`src/rtl/lbb_pkg.sv`:
```
package lbb_pkg;

    typedef enum logic [3:0] {
        ST_IDLE    = 4'd0,
        ST_RD_REQ  = 4'd1,
        ST_RD_XFER = 4'd2,
        ST_RD_ACK  = 4'd3,
        ST_RD_DOFF = 4'd4,
        ST_RD_RTZ  = 4'd5,
        ST_WR_XFER = 4'd6,
        ST_WR_REQ  = 4'd7,
        ST_WR_DOFF = 4'd8,
        ST_WR_ACK  = 4'd9,
        ST_WR_RTZ  = 4'd10
    } bridge_state_t;

    typedef struct packed {
        logic lds;
        logic xen;
        logic dtack;
        logic csc;
    } drive_t;

    // Output levels held in each state
    function automatic drive_t state_drive(bridge_state_t s);
        drive_t v;
        v = '0;
        unique case (s)
            ST_RD_REQ:  begin v.lds = 1'b1; v.csc = 1'b1; end
            ST_RD_XFER: begin v.lds = 1'b1; v.xen = 1'b1; v.csc = 1'b1; end
            ST_RD_ACK:  begin v.lds = 1'b1; v.xen = 1'b1; v.dtack = 1'b1; v.csc = 1'b1; end
            ST_RD_DOFF: begin v.lds = 1'b1; v.dtack = 1'b1; end
            ST_WR_XFER: begin v.xen = 1'b1; end
            ST_WR_REQ:  begin v.lds = 1'b1; v.xen = 1'b1; end
            ST_WR_DOFF: begin v.lds = 1'b1; end
            ST_WR_ACK:  begin v.lds = 1'b1; v.dtack = 1'b1; end
            default:    v = '0;
        endcase
        return v;
    endfunction

    // States in which the strobe must still be held (bus acknowledge not yet risen)
    function automatic logic read_hold(bridge_state_t s);
        return (s == ST_RD_REQ) || (s == ST_RD_XFER);
    endfunction

    function automatic logic write_hold(bridge_state_t s);
        return (s == ST_WR_XFER) || (s == ST_WR_REQ) || (s == ST_WR_DOFF);
    endfunction

endpackage

```
`src/rtl/lbb_sync.sv`:
```
module lbb_sync #(
    parameter int WIDTH  = 3,
    parameter int STAGES = 2
) (
    input  logic             clk,
    input  logic             rst_n,
    input  logic [WIDTH-1:0] d_i,
    output logic [WIDTH-1:0] q_o
);
    localparam int LAST = STAGES - 1;

    logic [WIDTH-1:0] pipe [STAGES];

    genvar g;
    generate
        for (g = 0; g < STAGES; g++) begin : g_stage
            if (g == 0) begin : g_first
                always_ff @(posedge clk) begin
                    if (!rst_n) pipe[g] <= '0;
                    else        pipe[g] <= d_i;
                end
            end else begin : g_next
                always_ff @(posedge clk) begin
                    if (!rst_n) pipe[g] <= '0;
                    else        pipe[g] <= pipe[g-1];
                end
            end
        end
    endgenerate

    assign q_o = pipe[LAST];
endmodule

```
`src/rtl/lbb_seq.sv`:
```
module lbb_seq
    import lbb_pkg::*;
(
    input  logic          clk,
    input  logic          rst_n,
    input  logic          rd_i,
    input  logic          wr_i,
    input  logic          ack_i,
    output bridge_state_t st_o,
    output logic          lds_o,
    output logic          xen_o,
    output logic          dtack_o
);
    bridge_state_t st_q, st_n;
    drive_t        drv_q;

    always_comb begin
        st_n = st_q;
        unique case (st_q)
            ST_IDLE: begin
                if (!ack_i && rd_i && !wr_i)      st_n = ST_RD_REQ;
                else if (!ack_i && wr_i && !rd_i) st_n = ST_WR_XFER;
            end
            ST_RD_REQ:  if (ack_i)  st_n = ST_RD_XFER;
            ST_RD_XFER:             st_n = ST_RD_ACK;
            ST_RD_ACK:  if (!rd_i)  st_n = ST_RD_DOFF;
            ST_RD_DOFF:             st_n = ST_RD_RTZ;
            ST_RD_RTZ:  if (!ack_i) st_n = ST_IDLE;
            ST_WR_XFER:             st_n = ST_WR_REQ;
            ST_WR_REQ:  if (ack_i)  st_n = ST_WR_DOFF;
            ST_WR_DOFF:             st_n = ST_WR_ACK;
            ST_WR_ACK:  if (!wr_i)  st_n = ST_WR_RTZ;
            ST_WR_RTZ:  if (!ack_i) st_n = ST_IDLE;
            default:                st_n = ST_IDLE;
        endcase
    end

    // State register
    always_ff @(posedge clk) begin
        if (!rst_n) st_q <= ST_IDLE;
        else        st_q <= st_n;
    end

    // Output register, loaded from the next state so outputs move with the state
    always_ff @(posedge clk) begin
        if (!rst_n) drv_q <= '0;
        else        drv_q <= state_drive(st_n);
    end

    assign st_o    = st_q;
    assign lds_o   = drv_q.lds;
    assign xen_o   = drv_q.xen;
    assign dtack_o = drv_q.dtack;

    // bus acknowledge rises only with the device strobe and acknowledge up
    p_dtack_rise_r3: assert property (@(posedge clk) disable iff (!rst_n)
        $rose(drv_q.dtack) |-> ($past(drv_q.lds) && $past(ack_i)));

    // bus acknowledge and device strobe return to zero together
    p_rtz_pair_r4: assert property (@(posedge clk) disable iff (!rst_n)
        $fell(drv_q.dtack) |-> $fell(drv_q.lds));

    // a cycle leaves idle only with the device acknowledge low
    p_start_ack_low_r6: assert property (@(posedge clk) disable iff (!rst_n)
        $rose(drv_q.lds || drv_q.xen) |-> !$past(ack_i));

    // coding bit only while the device strobe is high
    p_csc_lds_r7: assert property (@(posedge clk) disable iff (!rst_n)
        drv_q.csc |-> drv_q.lds);

    // coding bit clears only after the read strobe is seen low
    p_csc_clear_r7: assert property (@(posedge clk) disable iff (!rst_n)
        $fell(drv_q.csc) |-> !$past(rd_i));

    // both strobes at once never start a cycle
    p_no_start_both_r8: assert property (@(posedge clk) disable iff (!rst_n)
        (st_q == ST_IDLE && rd_i && wr_i) |=> (st_q == ST_IDLE));
endmodule

```
`src/rtl/lbb_err_mon.sv`:
```
module lbb_err_mon
    import lbb_pkg::*;
(
    input  logic          clk,
    input  logic          rst_n,
    input  bridge_state_t st_i,
    input  logic          rd_i,
    input  logic          wr_i,
    input  logic          ack_i,
    input  logic          lds_i,
    output logic          err_o
);
    logic ack_d, cond_d, err_q;
    logic both, early, unsol, cond;

    always_comb begin
        both  = rd_i && wr_i;
        early = (read_hold(st_i) && !rd_i) || (write_hold(st_i) && !wr_i);
        unsol = (ack_i ^ ack_d) && (ack_i ^ lds_i);
        cond  = both || early || unsol;
    end

    always_ff @(posedge clk) begin
        if (!rst_n) begin
            ack_d  <= 1'b0;
            cond_d <= 1'b0;
            err_q  <= 1'b0;
        end else begin
            ack_d  <= ack_i;
            cond_d <= cond;
            err_q  <= cond && !cond_d;
        end
    end

    assign err_o = err_q;

    // the error output never stays high two clocks in a row
    p_err_pulse_r11: assert property (@(posedge clk) disable iff (!rst_n)
        err_q |=> !err_q);

    // an acknowledge rise with the device strobe low is flagged
    p_unsol_rise_r10: assert property (@(posedge clk) disable iff (!rst_n)
        (ack_i && !ack_d && !lds_i && !cond_d) |=> err_q);
endmodule

```
`src/rtl/lbus_bridge_ctrl.sv`:
```
module lbus_bridge_ctrl
    import lbb_pkg::*;
#(
    parameter int SYNC_STAGES = 2
) (
    input  logic clk,
    input  logic rst_n,
    input  logic rd_strobe_i,
    input  logic wr_strobe_i,
    input  logic dev_ack_i,
    output logic dev_strobe_o,
    output logic xcvr_en_o,
    output logic bus_ack_o,
    output logic proto_err_o
);
    localparam int N_IN = 3;

    logic [N_IN-1:0] raw_in, sync_in;
    logic            rd_s, wr_s, ack_s;
    logic            lds;
    bridge_state_t   st;

    assign raw_in = {rd_strobe_i, wr_strobe_i, dev_ack_i};

    lbb_sync #(.WIDTH(N_IN), .STAGES(SYNC_STAGES)) i_sync (
        .clk   (clk),
        .rst_n (rst_n),
        .d_i   (raw_in),
        .q_o   (sync_in)
    );

    assign rd_s  = sync_in[2];
    assign wr_s  = sync_in[1];
    assign ack_s = sync_in[0];

    lbb_seq i_seq (
        .clk     (clk),
        .rst_n   (rst_n),
        .rd_i    (rd_s),
        .wr_i    (wr_s),
        .ack_i   (ack_s),
        .st_o    (st),
        .lds_o   (lds),
        .xen_o   (xcvr_en_o),
        .dtack_o (bus_ack_o)
    );

    lbb_err_mon i_err (
        .clk   (clk),
        .rst_n (rst_n),
        .st_i  (st),
        .rd_i  (rd_s),
        .wr_i  (wr_s),
        .ack_i (ack_s),
        .lds_i (lds),
        .err_o (proto_err_o)
    );

    assign dev_strobe_o = lds;
endmodule

```
`config.mk`:
```
export PLATFORM = sky130hd
export DESIGN_NAME = lbus_bridge_ctrl
export DESIGN_NICKNAME = d
export VERILOG_FILES = /design/src/rtl/lbb_pkg.sv /design/src/rtl/lbb_sync.sv /design/src/rtl/lbb_seq.sv /design/src/rtl/lbb_err_mon.sv /design/src/rtl/lbus_bridge_ctrl.sv
export SDC_FILE = /design/constraint.sdc
export NUM_CORES = 1
export LEC_CHECK = 0
export BUFFER_PORTS_ARGS = -buffer_cell sky130_fd_sc_hd__buf_2
export CAP_MARGIN = 10
export CORE_UTILIZATION = 50
export CTS_CLUSTER_DIAMETER = 200
export DETAILED_ROUTE_END_ITERATION = 6
export PLACE_DENSITY = 0.74
export SLEW_MARGIN = 5
export SYNTH_ARGS = -nofsm -noshare
export SYNTH_HDL_FRONTEND = slang
export SYNTH_HIERARCHICAL = 1
export SYNTH_SLANG_ARGS = --single-unit
```
`constraint.sdc`:
```
create_clock -name clk -period 2.56 [get_ports clk]
set_input_delay 0.256 -clock clk [delete_from_list [all_inputs] [get_ports clk]]
set_output_delay 0.256 -clock clk [all_outputs]
set_load 0.1 [all_outputs]
```
**After elaboration in Yosys (flattened, before gate mapping)**

Memory sizes are Yosys's and may differ from the RTL's.
Cells that the tools add are included.

- Equal/unequal tests: 18
- Multiplexer cells: 15
- Bitwise gates (word level): 4
- Reductions and logical operators: 24

Operators by type and width:

| cell | count |
|---|---|
| $pmux 4 s10 | 1 |
| $eq 4x3->1 const B | 7 |
| $mux 4 | 7 |
| $eq 4x4->1 const B | 5 |
| $eq 4x2->1 const B | 4 |
| $logic_and 1x1->1 | 9 |
| $eq 4x1->1 const B | 2 |
| $reduce_or 7->1 | 1 |
| $logic_or 1x1->1 | 6 |
| $mux 3 | 2 |
| $mux 1 | 5 |
| $logic_not 1->1 | 4 |
| $logic_not 4->1 | 1 |
| $reduce_or 4->1 | 1 |
| $reduce_or 3->1 | 1 |
| $or 1x1->1 | 2 |
| $reduce_or 2->1 | 1 |
| $xor 1x1->1 | 2 |

- Register bits: 10
- Memory bits (writable): 6
- Bits of input ports: 5
- Output and inout port bits: 4
- Word-level logic and storage cells: 69
- Memories: 1

Memories:

| memory | words | width | read ports | clocked after memory_dff | write ports | line | source |
|---|---|---|---|---|---|---|---|
| i_sync.pipe | 2 | 3 | 2 | 0 | 2 | lbb_sync.sv:12 | `logic [WIDTH-1:0] pipe [STAGES];` |

**Logic depth before layout (Yosys ltp)**

Gate-level depths: netlist of run 1.

- Depth in word-level cells: 9
- Depth in mapped cells: 7
- Gate-level depth less buffers: 6

**Modules after synthesis**

Netlist of run 1, hierarchy kept.

Modules (own cells, without submodules):

| module | instances | cells an instance | area an instance (µm²) | seq. area each (µm²) |
|---|---|---|---|---|
| lbb_seq | 1 | 60 | 546.8 | 140.1 |
| lbb_err_mon | 1 | 16 | 161.4 | 60.1 |
| lbb_sync | 1 | 12 | 157.7 | 120.1 |

**Worst setup path after synthesis of run 1**

OpenSTA, ideal clock, no wires.

- Path type: reg2reg
- Start: reg i_seq.st_q[2], in the netlist i_seq/st_o[2]
- End: reg i_seq.drv_q (netlist bit i_seq/dtack_o)
- Setup time: 0.117 ns
- Arrival time: 1.590 ns
- Data required time: 2.443 ns
- Path slack: 0.853 ns
- Stages on the path, launching flop included: 8
- Path buffers: 1
- Clock period less this slack: 1.707 ns
- Cells stage by stage: dfxtp_1 -> buf_6 -> or2_4 -> nor3_4 -> a21oi_1 -> o32ai_2 -> mux2_4 -> a22o_1

- Word-level cells in the longest chain between the ends: 6
- Elaborated cells between the ends (all ways): 25
- Classes of those cells: eq/ne (13); mux (9); reduce/logical (3)

Ends and longest elaborated chain:

| what | line | source |
|---|---|---|
| from (decl) | lbb_seq.sv:14 | `bridge_state_t st_q, st_n;` |
| from (signal assigned) | lbb_seq.sv:41 | `else st_q <= st_n;` |
| $eq 4x3->1, or another cell as far along | lbb_seq.sv:19 | `unique case (st_q)` |
| $reduce_or 2->1 (no source line) or $mux 4 (tied branches) | -- |  |
| $pmux 4 s10 * | lbb_seq.sv:19 |  |
| $eq 4x2->1, or another cell as far along | lbb_pkg.sv:28 | `unique case (s)` |
| $reduce_or 3->1 (no source line) * | -- |  |
| $mux 1 * | lbb_pkg.sv:28 |  |
| to (signal assigned) | lbb_seq.sv:47 | `else drv_q <= state_drive(st_n);` |
| to (decl) | lbb_seq.sv:15 | `drive_t drv_q;` |

Mark *: on every way between the ends. The rest lies on a longest branch, timed or not.
A chain may end at the register's enable or synchronous reset.

**Final worst setup path of run 1**

Same ends and word-level chain as after synthesis.

==> results of run 1 <==
## stage by stage
step | area (um2) | setup slack, ns | hold WS (ns)
after floorplan | 865.8 | 0.8533 | 0.3777
after global placement | 889.6 | 0.7560 | 0.3939
after detailed placement | 889.6 | 0.7040 | 0.3946
after CTS | 925.9 | 0.6906 | 0.1666
after global routing | 925.9 | 0.5593 | 0.1545
final | 925.9 | 0.6749 | 0.1739
## power breakdown
part / total (mW) / internal, mW / switching, mW
Combinational: 0.365 / 0.130 / 0.235
Sequential: 0.334 / 0.285 / 0.0495
Clock: 0.161 / 0.0866 / 0.0748
Total: 0.861 / 0.501 / 0.359
## cells in the final DEF, fill, tap and decap left out, types with 2 or more instances in the layout
master    count
nor2b_1       2
a22oi_1       4
a21oi_1       4
nor3b_2       3
dfxtp_1      16
inv_1         5
clkbuf_4      3
o21ai_0       6
nor2_1        5
buf_2         8
and2_1        9
nor3b_1       2
nor3_1        2
## cells by family after synthesis
| kind of cell | count (synthesis) | share of synthesized area [%] |
|---|---|---|
| simple gates | 33 | 27.17 |
| compound gates | 28 | 26.30 |
| flops | 16 | 36.99 |
| buf+inv | 9 | 6.791 |
| xor+xnor | 1 | 1.012 |
| mux | 1 | 1.734 |
## worst max path at each step
| stage | startpoint | endpoint | cells past startpoint |
|---|---|---|---|
| floorplan | i_seq/st_o[2] | i_seq/dtack_o | 7 |
| global placement | i_seq/st_o[2] | i_seq/dtack_o | 6 |
| detailed placement | i_seq/st_o[2] | i_seq/dtack_o | 6 |
| CTS | i_seq/st_o[2] | i_seq/dtack_o | 6 |
| global route | i_seq/st_o[2] | i_seq/dtack_o | 6 |
| finish | i_seq/st_o[2] | i_seq/dtack_o | 6 |
## critical path, delay by kind of cell (launching register included)
family	cells	cell delay [ns]
and+or+nand+nor	2	0.48
DFF	1	0.44
AOI/OAI and AO/OA	3	0.52
muxes	1	0.34
## sequential cells by signal (all words and copies together), names as in the netlist
signal	cells
i_seq/xen_o	1
i_sync/pipe	6
i_seq/dtack_o	1
i_err/cond_d	1
i_err/err_o	1
i_err/ack_d	1
i_seq/lds_o	1
i_seq/st_o	4
## cell type report
cell class | instances | area (um2)
tap | 16 | 20.02
clock buffer | 4 | 36.28
inverter | 6 | 22.52
timing repair buffer | 8 | 40.04
multi-input combinational | 63 | 486.7
fill | 129 | 633.1
sequential | 16 | 320.3
## metal layers
| layer | up-vias | GRT usage [%] | part of all wire, % |
|---|---|---|---|
| li1 | 336 | - | - |
| met1 | 297 | 23.83 | 51 |
| met2 | 10 | 25.97 | 43 |
| met3 | 5 | 5.000 | 2.9 |
| met4 | 0 | 11.25 | 2.4 |
| met5 | - | 0 | 0 |
==> impl_metrics.env, run 1 <==
export IMPL_min_path_cells=2
export IMPL_worst_pin_slew_ns=0.4889
export IMPL_die_h_um=43.62
export IMPL_viasPerCell=5.735
export IMPL_ys_async_sr_fraction_pct=0
export IMPL_relSlewSlack_pct=67.63
export IMPL_rr_endpoint="i_seq/dtack_o"
export IMPL_cts_hold_buf=0
export IMPL_startpoint_type="flip-flop"
export IMPL_cts_made_buffers=3
export IMPL_port_buffers=8
export IMPL_p_leak_nw=0.3731
export IMPL_end_kind="flip-flop"
export IMPL_hpwlAfterDp_um=1057
export IMPL_layout_min_cycle_time_ns=1.885
export IMPL_clock_latency_ns=0.28
export IMPL_rr_worst_depth=6
export IMPL_vias=648
export IMPL_grt_start_max_net_pins=14
export IMPL_crit_slowest_cell="dfxtp_1"
export IMPL_violations="DRC"
export IMPL_grt_use_total_pct=18.08
export IMPL_fmax_mhz=530.5
export IMPL_clockBufferDepth=2
export IMPL_p_total_mw=0.8606
export IMPL_yosysTopAreaCell="dfxtp_1"
export IMPL_num_antenna_cells=0
export IMPL_cap_violations=0
export IMPL_synth_seq_cells=16
export IMPL_reg2reg_from="i_seq/st_o[2]"
export IMPL_antenna_found_initial=0
export IMPL_synth_commonest_cells="16 x dfxtp_1, 9 x and2_1, 6 x o21ai_0, 5 x inv_1, 5 x nor2_1"
export IMPL_outcome="finished with violations"
export IMPL_synth_edf_count=0
export IMPL_syn_area_um2=865.8
export IMPL_synth_most_common_cell="dfxtp_1"
export IMPL_setup_violations=0
export IMPL_postCtsSetupRepairBufs=0
export IMPL_cp_data_arrival_time_ns=2.06
export IMPL_cts_tree="yes"
export IMPL_syn_nets=93
export IMPL_drtPass1Iterations=6
export IMPL_peakVddDrop_mv=0.5156
export IMPL_drive_gt1_share_pct=27.84
export IMPL_max_stage_delay_ns=0.44
export IMPL_synthFlopType="dfxtp_1"
export IMPL_post_route_period_util_pct=73.64
export IMPL_fin_cells=113
export IMPL_worst_setup_path_type="flip-flop to flip-flop"
export IMPL_drv_slew=0
export IMPL_die_area_mm2=0.001902
export IMPL_die_x_um=43.62
export IMPL_dpl_cell_count=109
export IMPL_drtIter0Drc=15
export IMPL_hold_viol_final=0
export IMPL_overflow=0
export IMPL_worstHoldStart="rd_strobe_i"
export IMPL_drt_wl_total_um=1483
export IMPL_cts_sinks=16
export IMPL_grt_pass1_vias=576
export IMPL_yosysSeqAreaShare_pct=36.99
export IMPL_start_util_pct=55.54
export IMPL_power_per_cell_area_mw_per_mm2=929.5
export IMPL_area_delta_synth_final_pct=6.936
export IMPL_grt_pass1_wl_um=2490
export IMPL_fin_skew_ns=0.003878
export IMPL_yosysTopAreaCellShare_pct=36.99
export IMPL_holdPathEnd="i_sync/pipe[0][2]"
export IMPL_tns_ns=0
export IMPL_gp_congestion=0.9609
export IMPL_path_clk_slew_ns=0.08
export IMPL_synthCells=88
export IMPL_core_area_mm2=0.001559
export IMPL_avgSynthCellArea_um2=9.839
export IMPL_r2r_setup_slack_ns=0.67
export IMPL_cts_resized=0
export IMPL_post_route_util_pct=59.39
export IMPL_worstHoldPathType="input pin to flip-flop"
export IMPL_ys_warn_count=6
export IMPL_root_buffer="clkbuf_4"
export IMPL_antenna_left=0
export IMPL_htree_levels=1
export IMPL_synth_cell_types=40
export IMPL_rsz0062_at_grt="false"
export IMPL_drc=1
export IMPL_crit_chain="or2_4 -> nor3_4 -> a21oi_1 -> o32ai_2 -> mux2_4 -> a22o_1"
export IMPL_row_count=14
export IMPL_num_io_pins=9
export IMPL_synthTopCellsByArea="dfxtp_1 37%, and2_1 6.5%, nor3b_2 4.3%"
export IMPL_final_net_count=103
export IMPL_wire_per_inst_um=13.12
export IMPL_path_max_fanout=13
export IMPL_critPathRequiredTime_ns=2.74
(Power assumes the default switching activity.)
==> inputs of run 2 (changes only) <==
==> constraint.sdc (replaced) <==
create_clock -name clk -period 1.88 [get_ports clk]
set_input_delay 0.188 -clock clk [delete_from_list [all_inputs] [get_ports clk]]
set_output_delay 0.188 -clock clk [all_outputs]
set_load 0.1 [all_outputs]
==> run 2 against run 1 <==
The flow still finishes with violations (DRC). Setup slack got worse by 0.57 ns. Design area rose by 2.6%. Flip-flop and latch count did not move. Fmax rose by 6.4%. Register-to-register slack got worse by 0.57 ns. Hold slack got worse by 0.061 ns. Clock power rose by 37%. Clock-buffer cell count did not move. Largest power group unchanged.
==> impl_metrics.env, run 2 (synthesis results as in run 1) <==
export IMPL_hold_viol_final=0
export IMPL_grt_pass1_wl_um=2739
export IMPL_drtIter0Drc=24
export IMPL_cts_tree="yes"
export IMPL_grt_start_max_net_pins=13
export IMPL_drive_gt1_share_pct=31.00
export IMPL_path_max_fanout=8
export IMPL_nFillCells=139
export IMPL_hpwlAfterDp_um=1215
export IMPL_largest_register="i_sync/pipe"
export IMPL_num_io_pins=9
export IMPL_viasPerCell=5.897
export IMPL_fin_skew_ns=0.003308
export IMPL_netSwitchingFraction_pct=41.60
export IMPL_final_net_count=106
export IMPL_crit_chain="or2_4 -> nor3_4 -> a21oi_1 -> o32ai_2 -> mux2_4 -> a22o_1"
export IMPL_vias=684
export IMPL_num_antenna_cells=0
export IMPL_crit_slowest_cell="dfxtp_1"
export IMPL_power_per_cell_area_mw_per_mm2=1255
export IMPL_port_buffers=8
export IMPL_row_count=14
export IMPL_clockBufferDepth=2
export IMPL_fin_cells=116
export IMPL_cp_num_buf_inv=0
export IMPL_post_route_util_pct=60.91
export IMPL_dpl_cell_count=112
export IMPL_die_x_um=43.62
export IMPL_drt_wl_total_um=1626
export IMPL_cap_violations=0
export IMPL_antenna_found_initial=0
export IMPL_drtPass1Iterations=6
export IMPL_setup_slack_ns=0.1075
export IMPL_cts_hold_buf=0
export IMPL_overflow=0
export IMPL_grt_use_total_pct=19.29
export IMPL_rsz0062_at_grt="false"
export IMPL_mostFrequentLayoutCells="15 x dfxtp_1, 9 x and2_1, 8 x buf_2"
export IMPL_p_leak_nw=0.3896
export IMPL_area_delta_synth_final_pct=9.682
export IMPL_peakVddDrop_mv=0.7195
export IMPL_die_h_um=43.62
export IMPL_violations="DRC"
export IMPL_end_kind="flip-flop"
export IMPL_outcome="finished with violations"
export IMPL_post_route_period_util_pct=94.28
export IMPL_p_seq_share_pct=37.5
export IMPL_worst_pin_slew_ns=0.4841
export IMPL_clkPwrFrac_pct=18.5
export IMPL_fmax_mhz=564.2
export IMPL_grt_pass1_vias=625
export IMPL_layout_min_cycle_time_ns=1.772
export IMPL_largest_reg_flops=6
export IMPL_cp_top_family="compound AO/OA/AOI/OAI gates"
export IMPL_design_area_um2=949.7
export IMPL_die_area_mm2=0.001902
export IMPL_cp_data_arrival_time_ns=1.95
export IMPL_htree_levels=1
export IMPL_core_area_mm2=0.001559
export IMPL_dpl_instance_area_um2=912.1
export IMPL_dp_slack_ns=0.1215
export IMPL_root_buffer="clkbuf_4"
export IMPL_clock_latency_ns=0.28
export IMPL_critPathRequiredTime_ns=2.06
export IMPL_final_common_cell="dfxtp_1"
export IMPL_worstHoldPathType="input pin to flip-flop"
export IMPL_wire_per_inst_um=14.02
export IMPL_max_stage_delay_ns=0.39
export IMPL_cts_made_buffers=3
export IMPL_drv_slew=0
export IMPL_startpoint_type="flip-flop"
export IMPL_drc=1
export IMPL_gp_congestion=0.9492
export IMPL_cts_sinks=16
export IMPL_power_switching_mw=0.4958
export IMPL_antenna_left=0
export IMPL_relSlewSlack_pct=67.95
export IMPL_tns_ns=0
export IMPL_postCtsSetupRepairBufs=0
export IMPL_worst_setup_path_type="flip-flop to flip-flop"
export IMPL_path_clk_slew_ns=0.09
export IMPL_start_util_pct=55.54
export IMPL_r2r_setup_slack_ns=0.11
export IMPL_setup_violations=0
export IMPL_p_int_mw=0.6961
export IMPL_pwr_share_comb_pct=44.1
run 2: repair_timing:
action | in CTS | in global routing
resized for setup | 0 | 1
endpoints found under the hold margin | 0 | 0
setup endpoints to repair | 0 | 1
run 2: final timing paths:
kind,start,depth (start not counted),endpoint
max,i_seq/st_o[2],6,i_seq/dtack_o
min,wr_strobe_i,2,i_sync/pipe[0][1]
max reg2reg,i_seq/st_o[2],6,i_seq/dtack_o
min reg2reg,i_err/cond_d,1,i_err/err_o
run 2: area by class of cell:
type / count / area (um2) / share of cell area (%)
Timing Repair Buffer: 11 / 62.56 / 6.588
Tap cell: 16 / 20.02 / 2.108
Sequential cell: 16 / 321.6 / 33.86
Inverter: 6 / 22.52 / 2.372
Multi-Input combinational cell: 63 / 486.7 / 51.25
Clock buffer: 4 / 36.28 / 3.821
run 2: per-stage QoR:
stage          hold WS, ns  power, mW
2_1_floorplan       0.3097     0.8846
3_3_place_gp        0.3908     0.9618
3_5_place_dp        0.3948     0.9719
4_1_cts             0.1016      1.195
5_1_grt             0.1038      1.260
6_report            0.1128      1.192
run 2: layer usage:
| metal | part of all wire (%) | track usage, % | wire length, um | vias up |
|---|---|---|---|---|
| met5 | 0 | 0 | 0 | - |
| met4 | 0 | 3.750 | 0 | 0 |
| met3 | 3.4 | 5.000 | 56 | 0 |
| met2 | 48 | 30.45 | 787 | 16 |
| met1 | 48 | 26.77 | 783 | 326 |
| li1 | - | - | - | 342 |
run 2: power by group through the flow:
stage                     registers (mW)  logic [mW]  clock network, mW
after floorplan                    0.581       0.303                  0
after global placement             0.449       0.513                  0
after detailed placement           0.451       0.521                  0
after CTS                          0.444       0.522              0.229
after global routing               0.456       0.560              0.244
final                              0.446       0.525              0.220
==> inputs of run 3 (changes only) <==
--- a/config.mk
+++ b/config.mk
@@ -5,12 +5,13 @@
 export SDC_FILE = /design/constraint.sdc
 export NUM_CORES = 1
 export LEC_CHECK = 0
+export ABC_AREA = 1
 export BUFFER_PORTS_ARGS = -buffer_cell sky130_fd_sc_hd__buf_2
 export CAP_MARGIN = 10
 export CORE_UTILIZATION = 50
 export CTS_CLUSTER_DIAMETER = 200
 export DETAILED_ROUTE_END_ITERATION = 6
-export PLACE_DENSITY = 0.74
+export PLACE_DENSITY = 0.75
 export SLEW_MARGIN = 5
 export SYNTH_ARGS = -nofsm -noshare
 export SYNTH_HDL_FRONTEND = slang
==> run 3 against run 2 <==
The run still ends with DRC left. Clock power shrank 25%. Via count grew 26%. Design area shrank 1.2%. Hold slack lost 0.027 ns. Clock skew grew 0.0012 ns. Power grew 14%. Largest cell class unchanged.
==> impl_metrics.env, run 3 <==
export IMPL_crit_slowest_cell="dfxtp_1"
export IMPL_final_net_count=157
export IMPL_design_area_um2=938.4
export IMPL_postCtsSetupRepairBufs=0
export IMPL_max_stage_delay_ns=0.46
export IMPL_relSlewSlack_pct=67.84
export IMPL_rr_endpoint="i_seq/lds_o"
export IMPL_startpoint_type="flip-flop"
export IMPL_wire_per_inst_um=10.43
export IMPL_rsz0062_at_grt="false"
export IMPL_power_per_cell_area_mw_per_mm2=1447
export IMPL_min_path_cells=3
export IMPL_yosysTopAreaCell="dfxtp_1"
export IMPL_hpwlAfterDp_um=1355
export IMPL_multiInputGateArea_um2=422.9
export IMPL_antenna_left=0
export IMPL_cp_data_arrival_time_ns=1.72
export IMPL_grt_use_total_pct=21.66
export IMPL_peakVddDrop_mv=1.099
export IMPL_dpl_cell_count=163
export IMPL_drv_slew=0
export IMPL_avgSynthCellArea_um2=6.157
export IMPL_met3_usage_pct=3.750
export IMPL_antenna_found_initial=0
export IMPL_layout_min_cycle_time_ns=1.496
export IMPL_grt_start_max_net_pins=14
export IMPL_syn_nets=144
export IMPL_path_max_fanout=5
export IMPL_path_common_cell="nand3_1"
export IMPL_critPathRequiredTime_ns=2.11
export IMPL_ys_warn_count=6
export IMPL_hold_viol_final=0
export IMPL_fmax_mhz=668.4
export IMPL_end_kind="flip-flop"
export IMPL_post_route_period_util_pct=79.58
export IMPL_drtIter0Drc=48
export IMPL_grt_pass1_vias=737
export IMPL_port_buffers=8
export IMPL_path_clk_slew_ns=0.08
export IMPL_yosysSeqAreaShare_pct=37.43
export IMPL_p_total_mw=1.357
export IMPL_root_buffer="clkbuf_4"
export IMPL_whs_ns=0.08601
export IMPL_cts_hold_buf=0
export IMPL_largest_reg_flops=6
export IMPL_syn_area_um2=855.8
export IMPL_worst_pin_slew_ns=0.4858
export IMPL_final_common_cell="nand2_1"
export IMPL_synth_commonest_cells="44 x nand2_1, 28 x inv_1, 16 x dfxtp_1, 16 x nand3_1, 12 x nor2_1"
export IMPL_gp_congestion=0.9252
export IMPL_core_area_mm2=0.001559
export IMPL_die_h_um=43.37
export IMPL_vias=865
export IMPL_use_met2_pct=31.52
export IMPL_dpl_instance_area_um2=915.9
export IMPL_cap_violations=0
export IMPL_synth_edf_count=0
export IMPL_area_delta_synth_final_pct=9.649
export IMPL_row_count=14
export IMPL_die_area_mm2=0.001881
export IMPL_viasPerCell=5.211
export IMPL_outcome="finished with violations"
export IMPL_holdPathEnd="i_sync/pipe[0][0]"
export IMPL_setup_violations=0
export IMPL_synthTopCellsByArea="dfxtp_1 37%, nand2_1 19%, inv_1 12%"
export IMPL_crit_chain="inv_1 -> nor2_2 -> nand3_1 -> nand2_1 -> nor2_1 -> nand3_1 -> nand3_1 -> nand3_1 -> nand2_1 -> inv_1"
export IMPL_synth_most_common_cell="nand2_1"
export IMPL_start_util_pct=54.90
export IMPL_die_x_um=43.37
export IMPL_clock_latency_ns=0.28
export IMPL_cts_sinks=16
export IMPL_cts_resized=0
export IMPL_rr_worst_depth=10
export IMPL_r2r_setup_slack_ns=0.38
export IMPL_fin_skew_ns=0.004469
export IMPL_synthFlopType="dfxtp_1"
export IMPL_fin_cells=166
export IMPL_worstHoldStart="dev_ack_i"
export IMPL_worstHoldPathType="input pin to flip-flop"
export IMPL_grt_pass1_wl_um=3084
export IMPL_p_leak_nw=0.5743
export IMPL_num_antenna_cells=0
export IMPL_clockBufferDepth=2
export IMPL_nFillCells=147
export IMPL_reg2reg_from="i_seq/st_o[2]"
export IMPL_gr_max_usage_layer="met1"
export IMPL_drive_gt1_share_pct=15.33
export IMPL_grt_use_met1_pct=31.58
export IMPL_ys_async_sr_fraction_pct=0
export IMPL_mostFrequentLayoutCells="44 x nand2_1, 28 x inv_1, 16 x nand3_1, 16 x dfxtp_1, 12 x nor2_1"
export IMPL_tns_ns=0
export IMPL_register_area_um2=320.3
export IMPL_num_io_pins=9
export IMPL_violations="DRC"
export IMPL_largest_register="i_sync/pipe"
export IMPL_drc=2
export IMPL_drt_wl_total_um=1731
export IMPL_yosysTopAreaCellShare_pct=37.43
export IMPL_drtPass1Iterations=7
export IMPL_htree_levels=1
export IMPL_overflow=0
export IMPL_synth_cell_types=16
export IMPL_worst_setup_path_type="flip-flop to flip-flop"
export IMPL_cts_tree="yes"
export IMPL_synthCells=139
export IMPL_synth_seq_cells=16
export IMPL_cts_made_buffers=3
run 3: cells by family after synthesis:
group           Yosys count  share of synthesized area [%]
simple gates             86                          44.74
buf+inv                  30                          13.16
flops                    16                          37.43
compound gates            7                          4.677
run 3: how the worst max path moves through the flow:
stage | start | end | cells past startpoint
after floorplan | i_seq/lds_o | i_err/cond_d | 7
after global placement | i_seq/st_o[2] | i_seq/lds_o | 10
after detailed placement | i_seq/st_o[1] | i_seq/lds_o | 10
after CTS | i_seq/st_o[1] | i_seq/lds_o | 10
after global routing | i_seq/st_o[1] | i_seq/lds_o | 10
final | i_seq/st_o[2] | i_seq/lds_o | 10
run 3: metrics by stage:
| stage | utilization (%) | worst slack (ns) |
|---|---|---|
| 3_5_place_dp | 58.75 | 0.4360 |
| 3_3_place_gp | 58.75 | 0.4296 |
| 4_1_cts | 60.19 | 0.4129 |
| 6_report | 60.19 | 0.3839 |
| 2_1_floorplan | - | 0.3438 |
| 5_1_grt | 60.19 | 0.2413 |
run 3: metal layers:
metal,up-vias,wire length (um)
li1,447,-
met1,365,770
met2,49,727
met3,4,217
met4,0,15
met5,-,0
run 3: layout make-up:
type	count	area share [%]
Multi-Input combinational cell	93	45.07
Tap cell	16	2.133
Sequential cell	16	34.13
Timing Repair Buffer	8	4.267
Inverter	30	12.00
Clock buffer	3	2.400
run 3: report_power, final:
part | leakage, nW | internal, mW | switching (mW)
registers | 0.132 | 0.410 | 0.0784
logic | 0.429 | 0.183 | 0.520
clock network | 0.0138 | 0.0743 | 0.0917
run 3: worst max-delay path: cells and delay by family, from the launching register on:
family | cells | cell delay [ns]
AND/OR/NAND/NOR | 8 | 0.81
flip-flops | 1 | 0.46
buffers and inverters | 2 | 0.19
